==> config.mk <==
export PLATFORM = sky130hd
export DESIGN_NAME = rr_ratio_meter
export DESIGN_NICKNAME = d
export VERILOG_FILES = /design/src/rtl/rr_pkg.sv /design/src/rtl/rr_cycle_timer.sv /design/src/rtl/rr_seq_divider.sv /design/src/rtl/rr_ratio_meter.sv
export SDC_FILE = /design/constraint.sdc
export NUM_CORES = 1
export LEC_CHECK = 0
export BUFFER_PORTS_ARGS = -buffer_cell sky130_fd_sc_hd__buf_2
export CORE_ASPECT_RATIO = 0.5
export CORE_MARGIN = 2
export CORE_UTILIZATION = 45
export CTS_BUF_LIST = sky130_fd_sc_hd__clkbuf_8
export CTS_CLUSTER_SIZE = 40
export DETAILED_ROUTE_END_ITERATION = 16
export HOLD_SLACK_MARGIN = 0.03
export PLACE_DENSITY = 0.64
export SLEW_MARGIN = 0
export SYNTH_ARGS = -nofsm -noshare
export SYNTH_HDL_FRONTEND = slang
export SYNTH_SLANG_ARGS = --single-unit
==> constraint.sdc <==
create_clock -name clk -period 7.3 [get_ports clk]
set_clock_uncertainty 0.1 [all_clocks]
set_input_delay 1.095 -clock clk [delete_from_list [all_inputs] [get_ports clk]]
set_output_delay 1.095 -clock clk [all_outputs]
set_load 0.1 [all_outputs]
==> src/rtl/rr_pkg.sv <==
package rr_pkg;
   typedef enum logic [2:0] {
      ST_IDLE = 3'd0,
      ST_CHG1 = 3'd1,
      ST_DIS1 = 3'd2,
      ST_GAP  = 3'd3,
      ST_CHG2 = 3'd4,
      ST_DIS2 = 3'd5,
      ST_DIV  = 3'd6
   } rr_state_e;
endpackage

==> src/rtl/rr_cycle_timer.sv <==
module rr_cycle_timer #(
   parameter int W = 17
) (
   input  logic         clk,
   input  logic         rst_n,
   input  logic         clr,
   input  logic         en,
   output logic [W-1:0] cnt
);
   if (W < 2) begin : g_bad_w
      $error("rr_cycle_timer: W must be at least 2");
   end

   always_ff @(posedge clk or negedge rst_n) begin
      if (!rst_n)
         cnt <= '0;
      else if (clr)
         cnt <= '0;
      else if (en)
         cnt <= cnt + W'(1);
   end
endmodule

==> src/rtl/rr_seq_divider.sv <==
module rr_seq_divider #(
   parameter int NW = 32,
   parameter int DW = 16
) (
   input  logic          clk,
   input  logic          rst_n,
   input  logic          go,
   input  logic [NW-1:0] num,
   input  logic [DW-1:0] den,
   output logic          done,
   output logic [NW-1:0] quo
);
   localparam int CNTW = $clog2(NW + 1);

   if (NW < 2 || DW < 1) begin : g_bad_w
      $error("rr_seq_divider: NW must be >= 2 and DW >= 1");
   end

   logic [DW-1:0]   rem_q;
   logic [DW-1:0]   den_q;
   logic [CNTW-1:0] left_q;
   logic [DW:0]     trial;
   logic            fits;

   always_comb begin
      trial = {rem_q, quo[NW-1]};
      fits  = (trial >= {1'b0, den_q});
   end

   always_ff @(posedge clk or negedge rst_n) begin
      if (!rst_n) begin
         rem_q  <= '0;
         den_q  <= '0;
         left_q <= '0;
         quo    <= '0;
         done   <= 1'b0;
      end else if (go) begin
         rem_q  <= '0;
         den_q  <= den;
         left_q <= CNTW'(NW);
         quo    <= num;
         done   <= 1'b0;
      end else if (left_q != '0) begin
         if (fits)
            rem_q <= DW'(trial - {1'b0, den_q});
         else
            rem_q <= trial[DW-1:0];
         quo    <= {quo[NW-2:0], fits};
         left_q <= left_q - CNTW'(1);
         done   <= (left_q == CNTW'(1));
      end else begin
         done <= 1'b0;
      end
   end
endmodule

==> src/rtl/rr_ratio_meter.sv <==
module rr_ratio_meter
   import rr_pkg::*;
#(
   parameter int TIME_W = 16,
   parameter int CHG_W  = 8,
   parameter int RREF_W = 16,
   localparam int OUT_W = TIME_W + RREF_W
) (
   input  logic              clk,
   input  logic              rst_n,
   input  logic              start,
   input  logic              comp_hi,
   input  logic [CHG_W-1:0]  chg_cycles,
   input  logic [TIME_W-1:0] tmo_limit,
   input  logic [RREF_W-1:0] r_ref,
   output logic              chg_en,
   output logic              sel_unk,
   output logic              sel_ref,
   output logic              busy,
   output logic              res_valid,
   output logic [OUT_W-1:0]  res_ohm,
   output logic              tmo_err
);
   localparam int KW = ((TIME_W > CHG_W) ? TIME_W : CHG_W) + 1;

   if (TIME_W < 2) begin : g_bad_time
      $error("rr_ratio_meter: TIME_W must be at least 2");
   end
   if (CHG_W < 1) begin : g_bad_chg
      $error("rr_ratio_meter: CHG_W must be at least 1");
   end
   if (RREF_W < 1) begin : g_bad_rref
      $error("rr_ratio_meter: RREF_W must be at least 1");
   end

   rr_state_e         st_q, st_d;
   logic [KW-1:0]     cnt, cnt_nx;
   logic              chg_last, tmo_hit, trip, in_dis;
   logic [TIME_W-1:0] t_unk_q, t_ref_q;
   logic              div_go_q, div_done;
   logic [OUT_W-1:0]  div_num, div_quo;

   rr_cycle_timer #(.W(KW)) u_timer (
      .clk   (clk),
      .rst_n (rst_n),
      .clr   (st_d != st_q),
      .en    (st_q != ST_IDLE),
      .cnt   (cnt)
   );

   always_comb begin
      cnt_nx   = cnt + KW'(1);
      chg_last = (cnt_nx >= KW'(chg_cycles));
      tmo_hit  = (cnt_nx >= KW'(tmo_limit));
      trip     = !comp_hi;
      in_dis   = (st_q == ST_DIS1) || (st_q == ST_DIS2);
   end

   always_comb begin
      st_d = st_q;
      unique case (st_q)
         ST_IDLE: if (start) st_d = ST_CHG1;
         ST_CHG1: if (chg_last) st_d = ST_DIS1;
         ST_DIS1: begin
            if (trip)         st_d = ST_GAP;
            else if (tmo_hit) st_d = ST_IDLE;
         end
         ST_GAP:  st_d = ST_CHG2;
         ST_CHG2: if (chg_last) st_d = ST_DIS2;
         ST_DIS2: begin
            if (trip)         st_d = ST_DIV;
            else if (tmo_hit) st_d = ST_IDLE;
         end
         ST_DIV:  if (div_done) st_d = ST_IDLE;
         default: st_d = ST_IDLE;
      endcase
   end

   always_ff @(posedge clk or negedge rst_n) begin
      if (!rst_n) begin
         st_q      <= ST_IDLE;
         t_unk_q   <= '0;
         t_ref_q   <= '0;
         div_go_q  <= 1'b0;
         tmo_err   <= 1'b0;
         res_valid <= 1'b0;
         res_ohm   <= '0;
      end else begin
         st_q     <= st_d;
         div_go_q <= (st_q == ST_DIS2) && trip;
         tmo_err  <= in_dis && !trip && tmo_hit;
         res_valid <= (st_q == ST_DIV) && div_done;
         if (st_q == ST_DIS1 && trip) t_unk_q <= cnt_nx[TIME_W-1:0];
         if (st_q == ST_DIS2 && trip) t_ref_q <= cnt_nx[TIME_W-1:0];
         if (st_q == ST_DIV && div_done) res_ohm <= div_quo;
      end
   end

   always_comb div_num = OUT_W'(t_unk_q) * OUT_W'(r_ref);

   rr_seq_divider #(.NW(OUT_W), .DW(TIME_W)) u_div (
      .clk   (clk),
      .rst_n (rst_n),
      .go    (div_go_q),
      .num   (div_num),
      .den   (t_ref_q),
      .done  (div_done),
      .quo   (div_quo)
   );

   always_comb begin
      chg_en  = (st_q == ST_CHG1) || (st_q == ST_CHG2);
      sel_unk = (st_q == ST_DIS1);
      sel_ref = (st_q == ST_DIS2);
      busy    = (st_q != ST_IDLE);
   end
endmodule

; ---- After elaboration in Yosys (flattened, before gate mapping)
; Cells that the tools add are included.
[word_totals]
elab_cells = 60
output_inout_bits = 38
reg_bits = 158
input_bits = 44
[classes]
magnitude_cmp = 3
eq_ne = 8
mux = 19
reduce_logical = 13
add_sub_neg = 3
multipliers = 1
[op_table]
columns = op, n
row1 = $mux W32, 2
row2 = $mux W16, 3
row3 = $ge A17 B16 Y1, 2
row4 = $mux W17, 2
row5 = $mul A16 B16 Y32, 1
row6 = $mux W3, 7
row7 = $pmux W3 S7, 1
row8 = $add A17 B1 Y17 const B, 1
row9 = $ge A17 B8 Y1, 1
row10 = $sub A16 B16 Y16, 1
row11 = $mux W6, 2
row12 = $eq A3 B3 Y1 const B, 3
row13 = $eq A3 B2 Y1 const B, 2
row14 = $eq A6 B1 Y1 const B, 1
row15 = $reduce_bool A6 Y1, 1
row16 = $sub A6 B1 Y6 const B, 1
row17 = $logic_and A1 B1 Y1, 5
row18 = $reduce_bool A2 Y1, 2
row19 = $eq A3 B1 Y1 const B, 1
row20 = $logic_not A3 Y1, 1
row21 = $ne A3 B3 Y1, 1
row22 = $reduce_bool A3 Y1, 1
row23 = $logic_or A1 B1 Y1, 2
row24 = $mux W1, 2
row25 = $logic_not A1 Y1, 1

; ---- Depth between registers and ports, before layout
[depth]
depth_word = 7
mapped_depth = 24
mapped_depth_nobuf = 23

; ---- Hierarchy
; Synthesis repeated with hierarchy kept, for this count alone.
[unflattened]
hier_cells = 1845
hier_area_um2 = 16998.8
[by_module_without_submodules]
columns = module, cells_each, instances, seq_area_each_um2, area_each_um2
row1 = rr_ratio_meter, 1322, 1, 1751.7, 12057.8
row2 = rr_seq_divider, 438, 1, 1776.7, 4068.9
row3 = rr_cycle_timer, 85, 1, 425.4, 872.1

; ---- Worst setup path before layout
; Ideal clock, no wire load.
[synth_timing]
path_kind = input port to flip-flop
start = in r_ref[15]
end = reg u_div.quo[30]
setup_time_ns = 0.141
arrival_time_ns = 6.419
required_time_ns = 7.059
cell_stages = 22
n_path_buf = 2
setup_slack_ns = 0.640
path_cell_list = clkbuf_1 > nand2_1 > fa_1 > fa_1 > inv_1 > fa_1 > fa_1 > fa_1 > inv_1 > fa_1 > inv_1 > ha_1 > clkbuf_1 > a21o_1 > a21o_1 > a21o_1 > nor3b_1 > a21oi_1 > a211o_1 > o21ai_0 > xnor2_1 > mux2i_1
[synth_between]
elab_chain_len = 2
[synth_rtl]
columns = element, line
row1 = from (decl), rr_ratio_meter.sv:15  ; input logic [RREF_W-1:0] r_ref,
row2 = $mul A16 B16 Y32, rr_ratio_meter.sv:99  ; always_comb div_num = OUT_W'(t_unk_q) * OUT_W'(r_ref);
row3 = $mux W32, rr_seq_divider.sv:37  ; end else if (go) begin
row4 = to (signal assigned), rr_seq_divider.sv:41  ; quo <= num;
row5 = to (signal assigned), rr_seq_divider.sv:48  ; quo <= {quo[NW-2:0], fits};
row6 = to (decl), rr_seq_divider.sv:11  ; output logic [NW-1:0] quo
; Every way passes these cells.
; A chain may end at the register's enable or synchronous reset.

; ---- Worst setup path after layout
[layout_timing]
start = in r_ref[6]
end = reg u_div.quo[30]
; Same word-level chain as after synthesis.

==> reports/qor.csv <==
stage;metric;value;unit
run_status;status;complete, no violations;
critical_path;r2r-start;t_unk_q[7];
sta;relSlewSlack;28.7;%
critical_path;reg2reg_to;u_div.quo[30];
route;route.vias.total;12467;
grt;antenna_found_initial;0;
yosys;avgSynthCellArea;8.93;um2
grt;grt.busiest_layer;met2;
clock_network;cts_buffer_depth;2;
critical_path;slowest_stage;o31ai_1;
yosys;yosysUniqueCellTypes;65;
clock_network;cts_hold_buf;0;
yosys;netlist_area;16800;um2
grt;global_route.usage.met1;28.9;%
clock_network;cts_made_buffers;17;
die;core_region_area;36300;um2
critical_path;start_kind;input port;
critical_path;crit_type;input port to flop;
route;final_antenna_net_count;0;
min_path;whs_path_depth;2;
clock_network;cts_sinks;158;
clock_network;ctsRootBufferMaster;clkbuf_8;
job;drv_cap;0;
route;drt_first_pass_iters;5;
layout;final_net_count;2306;
yosys;syn_nets;2264;
critical_path;rr_worst_depth;19;
grt;grt_max_degree;99;
critical_path;path_buf_inv;5;
critical_path;cp_top_family;adder cells;
grt;grt_use_met3;2.82;%
critical_path;max_stage_delay;0.63;ns
placed_design;hpwl;29.7;mm
yosys;synth_compound_area_share;8.69;%
critical_path;reg2reg_slack;0.66;ns
yosys;ys_ff_latch;158;
yosys;yosys.area_share.simple;18.0;%
die;die_h;140;um
die;num_io_pins;82;
die;dieArea;38900;um2
die;initial_core_util;46.2;%
clock_network;cts.reportedPaths.clkPinSlew;0.08;ns
yosys;ys.flop_type;dfrtp_1;
yosys;ys.warnings.count;0;
sta;rsz0062_at_grt;false;
grt;grt_pass1_wl;66.8;mm
route;drc;0;
min_path;whs_endpoint;res_ohm[28];
min_path;min_path_type;flop to flop;
yosys;synth_enable_flop_cells;0;
clock_network;htree_num_levels;4;
sta;finalCritPeriodShare;91.3;%
layout;final_layout_size_suffix_gt1_share;7.98;%
route;drtIter0Drc;711;
route;viasPerCell;5.16;
clock_network;cts-resized-gates;0;
grt;overflow;0;
yosys;syn_inst;1877;
yosys;synthMuxAreaShare;2.95;%
sta;clock.fmax;150;MHz
sta;finalHoldViolations;0;
critical_path;crit_arrival;6.90;ns
clock_network;post_cts_buffers;0;
grt;grt_pass1_vias;13187;
yosys;synth_top_family_by_area;adder cells;
sta;slew_viol_final;0;
critical_path;end_kind;flop;
sta;worstMarginPinSlew;1.06;ns
route;wirelength;38.3;mm
clock_network;insertion_delay;0.48;ns
clock_network;cts_tree;yes;
die;num_rows;49;
yosys;synth_xor_area_share;3.75;%
grt;groute.usage.overall;21.4;%
placed_design;port_buffers;81;
die;dieWidth;277;um
critical_path;cp_cell_sequence;buf_2, and2_1, fa_1, inv_1, fa_1, fa_1, inv_1, fa_1, fa_1, inv_1, fa_1, inv_1, ha_1, nand2_1, o31ai_1, a21oi_1, a211o_1, o21ai_0, xnor2_1, mux2i_1;
layout;fin_util;49.6;%
yosys;async_flop_share;100;%
layout;antennaDiodeCount;0;
yosys;synth_fa_ha_area_share;34.3;%
sta;finalCriticalPeriod;6.66;ns
route;detail_route.wl_per_cell;15.9;um
sta;fin_setup_tns;0;ns
yosys;ys_seq_area_share;23.6;%
critical_path;crit_required;7.54;ns
grt;grt_util_met2;36.9;%
critical_path;cp_max_fo;16;
layout;area_delta_synth_final;7.35;%
placed_design;place.gp.congestion;0.852;
critical_path;crit_top_cell;fa_1;
min_path;min-delay-start;res_ohm[28];
sta;setup_viol;0;
==> kinds of logic (layout without fill, tap and decap cells) <==
logic type      Yosys count  after routing
simple gates            640            640
fa+ha+maj               343            343
flops                   158            158
xor+xnor                 70             70
compound gates          235            235
mux                      49             49
buf+inv                 382            435
==> worst reg2reg max path, cell delays in order (launching register included) <==
cell     delay (ns)
dfrtp_1        0.68
and2_1         0.32
fa_1           0.54
inv_1          0.06
fa_1           0.49
fa_1           0.51
inv_1          0.05
fa_1           0.46
fa_1           0.56
inv_1          0.06
fa_1           0.52
inv_1          0.04
ha_1           0.33
nand2_1        0.13
o31ai_1        0.63
a21oi_1        0.25
a211o_1        0.34
o21ai_0        0.21
xnor2_1        0.15
mux2i_1        0.09
==> layout make-up <==
type	instances	area, um2
tap	484	606
multi-input combinational	1337	11400
fill	3469	18300
clock inverter	11	124
clock buffer	19	262
sequential	158	3960
timing repair buffer	98	539
inverter	307	1150
==> worst max-delay path by stage <==
| stage | startpoint | to | cells after the start |
|---|---|---|---|
| 2_1_floorplan | r_ref[15] | u_div.quo[30] | 22 |
| 3_3_place_gp | r_ref[6] | u_div.quo[30] | 20 |
| 3_5_place_dp | r_ref[6] | u_div.quo[30] | 20 |
| 4_1_cts | r_ref[6] | u_div.quo[30] | 20 |
| 5_1_grt | r_ref[6] | u_div.quo[30] | 20 |
| 6_report | r_ref[6] | u_div.quo[30] | 20 |
==> per-stage QoR <==
stage / hold slack, ns / cells / cell area [um2] / worst slack, ns
detailed placement: 0.357 / 2384 / 17600 / 0.126
global placement: 0.356 / 2384 / 17600 / 0.253
CTS: 0.376 / 2414 / 18000 / 0.667
global route: 0.403 / 2414 / 18000 / 0.224
floorplan: 0.349 / 1877 / 16800 / 0.640
finish: 0.373 / 2414 / 18000 / 0.637
==> cell usage after synthesis, types with 4 or more instances <==
library cell | instances | share of area (%)
a21o_1 | 18 | 0.81
and3_1 | 8 | 0.30
nand4_1 | 15 | 0.56
xor2_1 | 27 | 1.4
ha_1 | 148 | 11
and2_1 | 117 | 4.4
nor2_1 | 100 | 2.2
inv_1 | 304 | 6.8
o21ai_0 | 58 | 1.7
a211oi_1 | 25 | 1.1
o21a_1 | 10 | 0.45
or3_1 | 6 | 0.22
and4_1 | 4 | 0.21
a31oi_1 | 6 | 0.22
clkbuf_1 | 63 | 1.4
buf_1 | 5 | 0.11
a21oi_1 | 77 | 2.3
dfrtp_1 | 158 | 24
nor3_1 | 22 | 0.66
o31ai_1 | 7 | 0.31
nand3_1 | 21 | 0.63
xnor2_1 | 41 | 2.1
nor4_1 | 4 | 0.15
nor2b_1 | 10 | 0.37
o211ai_1 | 8 | 0.36
mux2i_1 | 46 | 2.7
fa_1 | 195 | 23
nand2_1 | 310 | 6.9
nand2b_1 | 7 | 0.26
o21bai_1 | 5 | 0.22
==> placed cells by master (no fill, tap or decap), drive strengths merged, types with 4 or more instances in the layout <==
| cell type | instances |
|---|---|
| o21a | 10 |
| clkinv | 4 |
| dfrtp | 158 |
| nand2b | 7 |
| clkbuf | 19 |
| o21bai | 5 |
| o21ai | 59 |
| xnor2 | 43 |
| nor4 | 8 |
| a31oi | 6 |
| and2 | 117 |
| a211oi | 26 |
| inv | 312 |
| a21oi | 77 |
| o211ai | 8 |
| o31ai | 7 |
| nor2b | 10 |
| or3 | 6 |
| and4 | 4 |
| mux2i | 46 |
| xor2 | 27 |
| nand4 | 16 |
| a21o | 18 |
| nand3 | 23 |
| nand2 | 312 |
| and3 | 8 |
| buf | 98 |
| nor3 | 23 |
| ha | 148 |
| fa | 195 |
| nor2 | 100 |
==> routing by layer <==
layer  routed length, um  vias to the layer above
li1                    -                     6022
met1               17800                     6174
met2               18600                      233
met3                1480                       38
met4                 493                        0
met5                   0                        -
==> sequential cells by signal, summed over array words and instances (netlist names) <==
name          flops
res_ohm          32
u_div.quo        32
u_timer.cnt      17
t_ref_q          16
t_unk_q          16
u_div.den_q      16
u_div.rem_q      16
u_div.left_q      6
st_q              3
div_go_q          1
res_valid         1
tmo_err           1
u_div.done        1
Power is left out: the tool's default activity adds up to more than one toggle a clock period on the data nets, which glitch-free logic cannot reach.
